`src/rtl/lux_irq_pkg.sv`:
```
package lux_irq_pkg;
  localparam int MAX_NEED = 16;
  localparam int NEED_W   = $clog2(MAX_NEED + 1);

  function automatic logic [NEED_W-1:0] persist_need(input logic [1:0] code);
    case (code)
      2'b00:   return NEED_W'(1);
      2'b01:   return NEED_W'(4);
      2'b10:   return NEED_W'(8);
      default: return NEED_W'(16);
    endcase
  endfunction
endpackage

```
`src/rtl/lux_irq_regs.sv`:
```
module lux_irq_regs #(
  parameter int DATA_W = 16,
  parameter int ADDR_W = 4
) (
  input  logic              clk,
  input  logic              rst,
  input  logic [ADDR_W-1:0] bus_addr,
  input  logic [7:0]        bus_wdata,
  input  logic              bus_we,
  input  logic              bus_re,
  input  logic              conv_valid,
  input  logic [DATA_W-1:0] conv_data,
  input  logic              status,
  output logic [1:0]        persist,
  output logic              persist_wr,
  output logic [DATA_W-1:0] thr_lo,
  output logic [DATA_W-1:0] thr_hi,
  output logic [DATA_W-1:0] data_q,
  output logic [7:0]        bus_rdata
);
  localparam int NB        = DATA_W / 8;
  localparam int DATA_BASE = 2;
  localparam int LO_BASE   = DATA_BASE + NB;
  localparam int HI_BASE   = LO_BASE + NB;

  logic [7:0] rd_mux;

  assign persist_wr = bus_we && (bus_addr == '0);

  always_ff @(posedge clk) begin
    if (rst)             persist <= 2'b00;
    else if (persist_wr) persist <= bus_wdata[1:0];
  end

  genvar b;
  generate
    for (b = 0; b < NB; b++) begin : g_thr
      always_ff @(posedge clk) begin
        if (rst)
          thr_lo[b*8 +: 8] <= 8'h00;
        else if (bus_we && bus_addr == ADDR_W'(LO_BASE + b))
          thr_lo[b*8 +: 8] <= bus_wdata;
      end
      always_ff @(posedge clk) begin
        if (rst)
          thr_hi[b*8 +: 8] <= 8'hFF;
        else if (bus_we && bus_addr == ADDR_W'(HI_BASE + b))
          thr_hi[b*8 +: 8] <= bus_wdata;
      end
    end
  endgenerate

  always_ff @(posedge clk) begin
    if (rst)             data_q <= '0;
    else if (conv_valid) data_q <= conv_data;
  end

  always_comb begin
    rd_mux = 8'h00;
    if (bus_addr == '0) rd_mux = {5'b00000, status, persist};
    for (int i = 0; i < NB; i++) begin
      if (bus_addr == ADDR_W'(DATA_BASE + i)) rd_mux = data_q[i*8 +: 8];
      if (bus_addr == ADDR_W'(LO_BASE + i))   rd_mux = thr_lo[i*8 +: 8];
      if (bus_addr == ADDR_W'(HI_BASE + i))   rd_mux = thr_hi[i*8 +: 8];
    end
  end

  always_ff @(posedge clk) begin
    if (rst)         bus_rdata <= 8'h00;
    else if (bus_re) bus_rdata <= rd_mux;
  end
endmodule

```
`src/rtl/lux_irq_filter.sv`:
```
module lux_irq_filter #(
  parameter int DATA_W = 16,
  parameter int NEED_W = 5
) (
  input  logic              clk,
  input  logic              rst,
  input  logic              conv_valid,
  input  logic [DATA_W-1:0] conv_data,
  input  logic [DATA_W-1:0] thr_lo,
  input  logic [DATA_W-1:0] thr_hi,
  input  logic [NEED_W-1:0] need,
  input  logic              persist_wr,
  output logic [NEED_W-1:0] cnt_q,
  output logic              outside,
  output logic              hit
);
  logic [NEED_W-1:0] cnt_inc;

  assign outside = (conv_data < thr_lo) || (conv_data > thr_hi);
  assign cnt_inc = (cnt_q >= need) ? need : cnt_q + 1'b1;
  assign hit     = conv_valid && !persist_wr && outside && (cnt_inc == need);

  always_ff @(posedge clk) begin
    if (rst || persist_wr) cnt_q <= '0;
    else if (conv_valid)   cnt_q <= outside ? cnt_inc : '0;
  end
endmodule

```
`src/rtl/lux_irq_flag.sv`:
```
module lux_irq_flag (
  input  logic clk,
  input  logic rst,
  input  logic hit,
  input  logic clr,
  output logic status,
  output logic irq_n
);
  always_ff @(posedge clk) begin
    if (rst) begin
      status <= 1'b0;
      irq_n  <= 1'b1;
    end else if (hit) begin
      status <= 1'b1;
      irq_n  <= 1'b0;
    end else if (clr) begin
      status <= 1'b0;
      irq_n  <= 1'b1;
    end
  end
endmodule

```
`src/rtl/lux_window_irq.sv`:
```
module lux_window_irq
  import lux_irq_pkg::*;
#(
  parameter int DATA_W = 16,
  parameter int ADDR_W = 4
) (
  input  logic              clk,
  input  logic              rst,
  input  logic              conv_valid,
  input  logic [DATA_W-1:0] conv_data,
  input  logic [ADDR_W-1:0] bus_addr,
  input  logic [7:0]        bus_wdata,
  input  logic              bus_we,
  input  logic              bus_re,
  input  logic              bus_rd_end,
  output logic [7:0]        bus_rdata,
  output logic              irq_n
);
  logic [1:0]        persist;
  logic              persist_wr;
  logic [DATA_W-1:0] thr_lo, thr_hi, data_q;
  logic [NEED_W-1:0] need, cnt_q;
  logic              outside, hit, clr, status;

  assign need = persist_need(persist);
  assign clr  = bus_rd_end && (bus_addr == '0);

  lux_irq_regs #(.DATA_W(DATA_W), .ADDR_W(ADDR_W)) i_regs (
    .clk(clk), .rst(rst), .bus_addr(bus_addr), .bus_wdata(bus_wdata),
    .bus_we(bus_we), .bus_re(bus_re), .conv_valid(conv_valid),
    .conv_data(conv_data), .status(status), .persist(persist),
    .persist_wr(persist_wr), .thr_lo(thr_lo), .thr_hi(thr_hi),
    .data_q(data_q), .bus_rdata(bus_rdata)
  );

  lux_irq_filter #(.DATA_W(DATA_W), .NEED_W(NEED_W)) i_filter (
    .clk(clk), .rst(rst), .conv_valid(conv_valid), .conv_data(conv_data),
    .thr_lo(thr_lo), .thr_hi(thr_hi), .need(need), .persist_wr(persist_wr),
    .cnt_q(cnt_q), .outside(outside), .hit(hit)
  );

  lux_irq_flag i_flag (
    .clk(clk), .rst(rst), .hit(hit), .clr(clr), .status(status), .irq_n(irq_n)
  );
endmodule

```
`config.mk`:
```
export PLATFORM = sky130hd
export DESIGN_NAME = lux_window_irq
export DESIGN_NICKNAME = d
export VERILOG_FILES = /design/src/rtl/lux_irq_pkg.sv /design/src/rtl/lux_irq_regs.sv /design/src/rtl/lux_irq_filter.sv /design/src/rtl/lux_irq_flag.sv /design/src/rtl/lux_window_irq.sv
export SDC_FILE = /design/constraint.sdc
export NUM_CORES = 1
export LEC_CHECK = 0
export BUFFER_PORTS_ARGS = -buffer_cell sky130_fd_sc_hd__clkbuf_2
export CAP_MARGIN = 20
export CORE_AREA = 2 2 87 89
export DETAILED_ROUTE_END_ITERATION = 12
export DIE_AREA = 0 0 89 91
export PLACE_DENSITY = 0.76
export SETUP_SLACK_MARGIN = 0.02
export SYNTH_ARGS = -nofsm -noshare
export SYNTH_HDL_FRONTEND = slang
export SYNTH_SLANG_ARGS = --single-unit
```
`constraint.sdc`:
```
create_clock -name clk -period 2.9 [get_ports clk]
set_input_delay 0.87 -clock clk [delete_from_list [all_inputs] [get_ports clk]]
set_output_delay 0.87 -clock clk [all_outputs]
set_load 0.005 [all_outputs]
```
==> impl_metrics.env <==
export IMPL_status="finished clean"
export IMPL_num_rows=31
export IMPL_vias=3373
export IMPL_grt_use_total=0.254
export IMPL_ctsHoldBuffers=0
export IMPL_die_area_sq_um=8100
export IMPL_fin_tns_setup_ns=0
export IMPL_io_pins=43
export IMPL_postCtsSetupBuffers=0
export IMPL_skew_ns=0.00785
export IMPL_routed_wl_um=9770
export IMPL_slew_viol_final=0
export IMPL_cts_made_buffers=9
export IMPL_drc=0
export IMPL_clockBufferDepth=2
export IMPL_grt_pass1_wl_um=15900
export IMPL_syn_avg_cell_area_sq_um=8.60
export IMPL_yosys_area_top_type="dfxtp_1"
export IMPL_htree_levels=3
export IMPL_antenna_found_initial=0
export IMPL_numClockSinks=65
export IMPL_cts_resized=0
export IMPL_rsz0062_at_grt="false"
export IMPL_drive_gt1_frac=0.157
export IMPL_fmax_mhz=420
export IMPL_drtPass1Iterations=6
export IMPL_critPathLaunchType="flip-flop"
export IMPL_setup_ws_ns=0.521
export IMPL_clockRootBuffer="clkbuf_8"
export IMPL_crit_arrival_ns=2.63
export IMPL_dr_wl_met2_um=4600
export IMPL_num_fill_cells=671
export IMPL_endpoint_kind="flip-flop"
export IMPL_finalSetupViolCount=0
export IMPL_floorplan_initialDensity=0.538
export IMPL_postPlaceCellArea_sq_um=4130
export IMPL_dp_final_hpwl_um=7440
export IMPL_dr_wl_met3_um=561
export IMPL_dieWidth_um=89
export IMPL_place_ws_ns=0.175
export IMPL_finalWeightedCongestion=0.932
export IMPL_synthesis_nets=516
export IMPL_drtAntennaViolNets=0
export IMPL_portBuffers=42
export IMPL_synthTopCellsByCount="dfxtp_1 (65), nor2_1 (54), mux2i_1 (38), nand2_1 (38), ha_1 (36)"
export IMPL_synth_async_reset_ratio=0
export IMPL_synthFlopType="dfxtp_1"
export IMPL_grt_pass1_vias=3314
export IMPL_synth_cells=446
export IMPL_drt_iter0_markers=171
export IMPL_cts_tree="yes"
export IMPL_ir_drop_uv=476
export IMPL_synth_edf_count=0
export IMPL_cap_violations=0
export IMPL_period_needed_ns=2.38
export IMPL_synth_most_common_cell="dfxtp_1"
export IMPL_p_per_area_nw_per_um2=499
export IMPL_yosysUniqueCellTypes=63
export IMPL_synth_top_cell_area_share=0.339
export IMPL_hold_violations=0
export IMPL_syn_area_sq_um=3840
export IMPL_die_y_um=91
export IMPL_coreArea_sq_um=7140
export IMPL_avgRoutedWirePerCell_um=16.6
export IMPL_grt_max_degree=60
export IMPL_syn_to_final_growth_pct=13.9
export IMPL_viasPerCell=5.74
export IMPL_highest_layer="met4"
export IMPL_crit_fanout=9
export IMPL_leakage_nw=2.04
export IMPL_fin_nets=554
export IMPL_tightest_slew_ns=0.726
export IMPL_fin_crit_sh=0.820
export IMPL_min_path_type="flip-flop to flip-flop"
export IMPL_ys_seq_elements=65
export IMPL_grt_overflow=0
export IMPL_wl_met1_um=4380
export IMPL_yosys_warnings=0
export IMPL_yosysSeqAreaShare=0.339
export IMPL_slew_headroom=0.516
export IMPL_cts_clk_slew_worst_paths_ns=0.07
export IMPL_crit_required_ns=3.15
export IMPL_yosys_top_cells_area="dfxtp_1 (34%), ha_1 (12%), mux2i_1 (9.9%)"
export IMPL_insertedDiodeCount=0
export IMPL_insertion_delay_ns=0.35
export IMPL_criticalPathCategory="flip-flop to flip-flop"
export IMPL_fin_area_sq_um=4370
==> critical path: stages (launching register included) <==
cell,delay (ns)
dfxtp_1,0.53
inv_1,0.13
nand2_1,0.13
ha_1,0.23
o21ai_0,0.19
o21bai_1,0.14
a21oi_4,0.30
mux2_2,0.37
a32o_1,0.25
==> registers in the layout, summed over array words and instances, names as in the netlist <==
register / count
i_regs.data_q: 16
i_regs.thr_hi: 16
i_regs.thr_lo: 16
i_regs.bus_rdata: 8
i_filter.cnt_q: 5
i_regs.persist: 2
i_flag.irq_n: 1
i_flag.status: 1
==> cell families after synthesis <==
kind of cell | after synthesis | share of synthesized area
AOI/OAI and AO/OA | 99 | 0.178
xor gates and xnor gates | 4 | 0.0111
adders and majority gates | 36 | 0.117
buffers and inverters | 55 | 0.0567
DFF | 65 | 0.339
muxes | 41 | 0.111
and+or+nand+nor | 146 | 0.187
==> through the flow <==
step	power [mW]	cells	utilization	hold slack [ns]
after floorplan	1.15	446	-	0.440
after global placement	1.24	572	0.578	0.456
after detailed placement	1.26	572	0.578	0.462
after CTS	2.18	588	0.612	0.473
after global routing	2.26	588	0.612	0.489
final	2.18	588	0.612	0.472
==> layout make-up <==
| cell class | instances | area, sq um | share of cell area |
|---|---|---|---|
| flip-flops and latches | 65 | 1300 | 0.298 |
| well taps | 99 | 124 | 0.0284 |
| clock inverters | 6 | 105 | 0.0241 |
| inverters | 34 | 128 | 0.0292 |
| multi-input cells | 326 | 2320 | 0.531 |
| clock buffers | 10 | 138 | 0.0315 |
| repair buffers | 48 | 255 | 0.0584 |
==> cells in the final DEF (no fill, tap or decap), types with 2 or more instances in the layout <==
cell type	count
o22ai_1	5
buf_4	6
a31oi_1	2
nor2b_1	8
a22o_1	2
o21ai_1	6
nand2_1	38
clkinv_2	3
a21oi_1	24
mux2i_1	38
a211oi_1	3
dfxtp_1	65
bufinv_16	3
ha_1	36
nor3_1	2
a211o_1	8
o211ai_1	9
nand3b_1	10
clkbuf_2	42
nand2b_1	6
nand4_1	7
a22oi_1	9
nand3_1	5
a21o_1	2
o21ai_0	11
nor2_1	54
xor2_1	2
a222oi_1	2
a32o_1	3
inv_1	34
clkbuf_8	10
==> routing by layer <==
layer | vias to the layer above | track usage
li1 | 1656 | -
met1 | 1587 | 0.335
met2 | 110 | 0.405
met3 | 20 | 0.0655
met4 | 0 | 0.0796
met5 | - | 0
==> final timing paths <==
path                                          start             endpoint  slack (ns)  depth (start not counted)
worst max-delay path              i_regs.persist[1]    i_filter.cnt_q[0]        0.52                          8
worst min-delay path            i_regs.bus_rdata[4]  i_regs.bus_rdata[4]        0.47                          2
worst max register to register    i_regs.persist[1]    i_filter.cnt_q[0]        0.52                          8
worst min register to register  i_regs.bus_rdata[4]  i_regs.bus_rdata[4]        0.47                          2
==> power breakdown <==
part | switching, mW | internal (mW)
combinational | 0.171 | 0.122
clock | 0.352 | 0.590
sequential | 0.0229 | 0.924
Power figures use the tool's default switching activity.
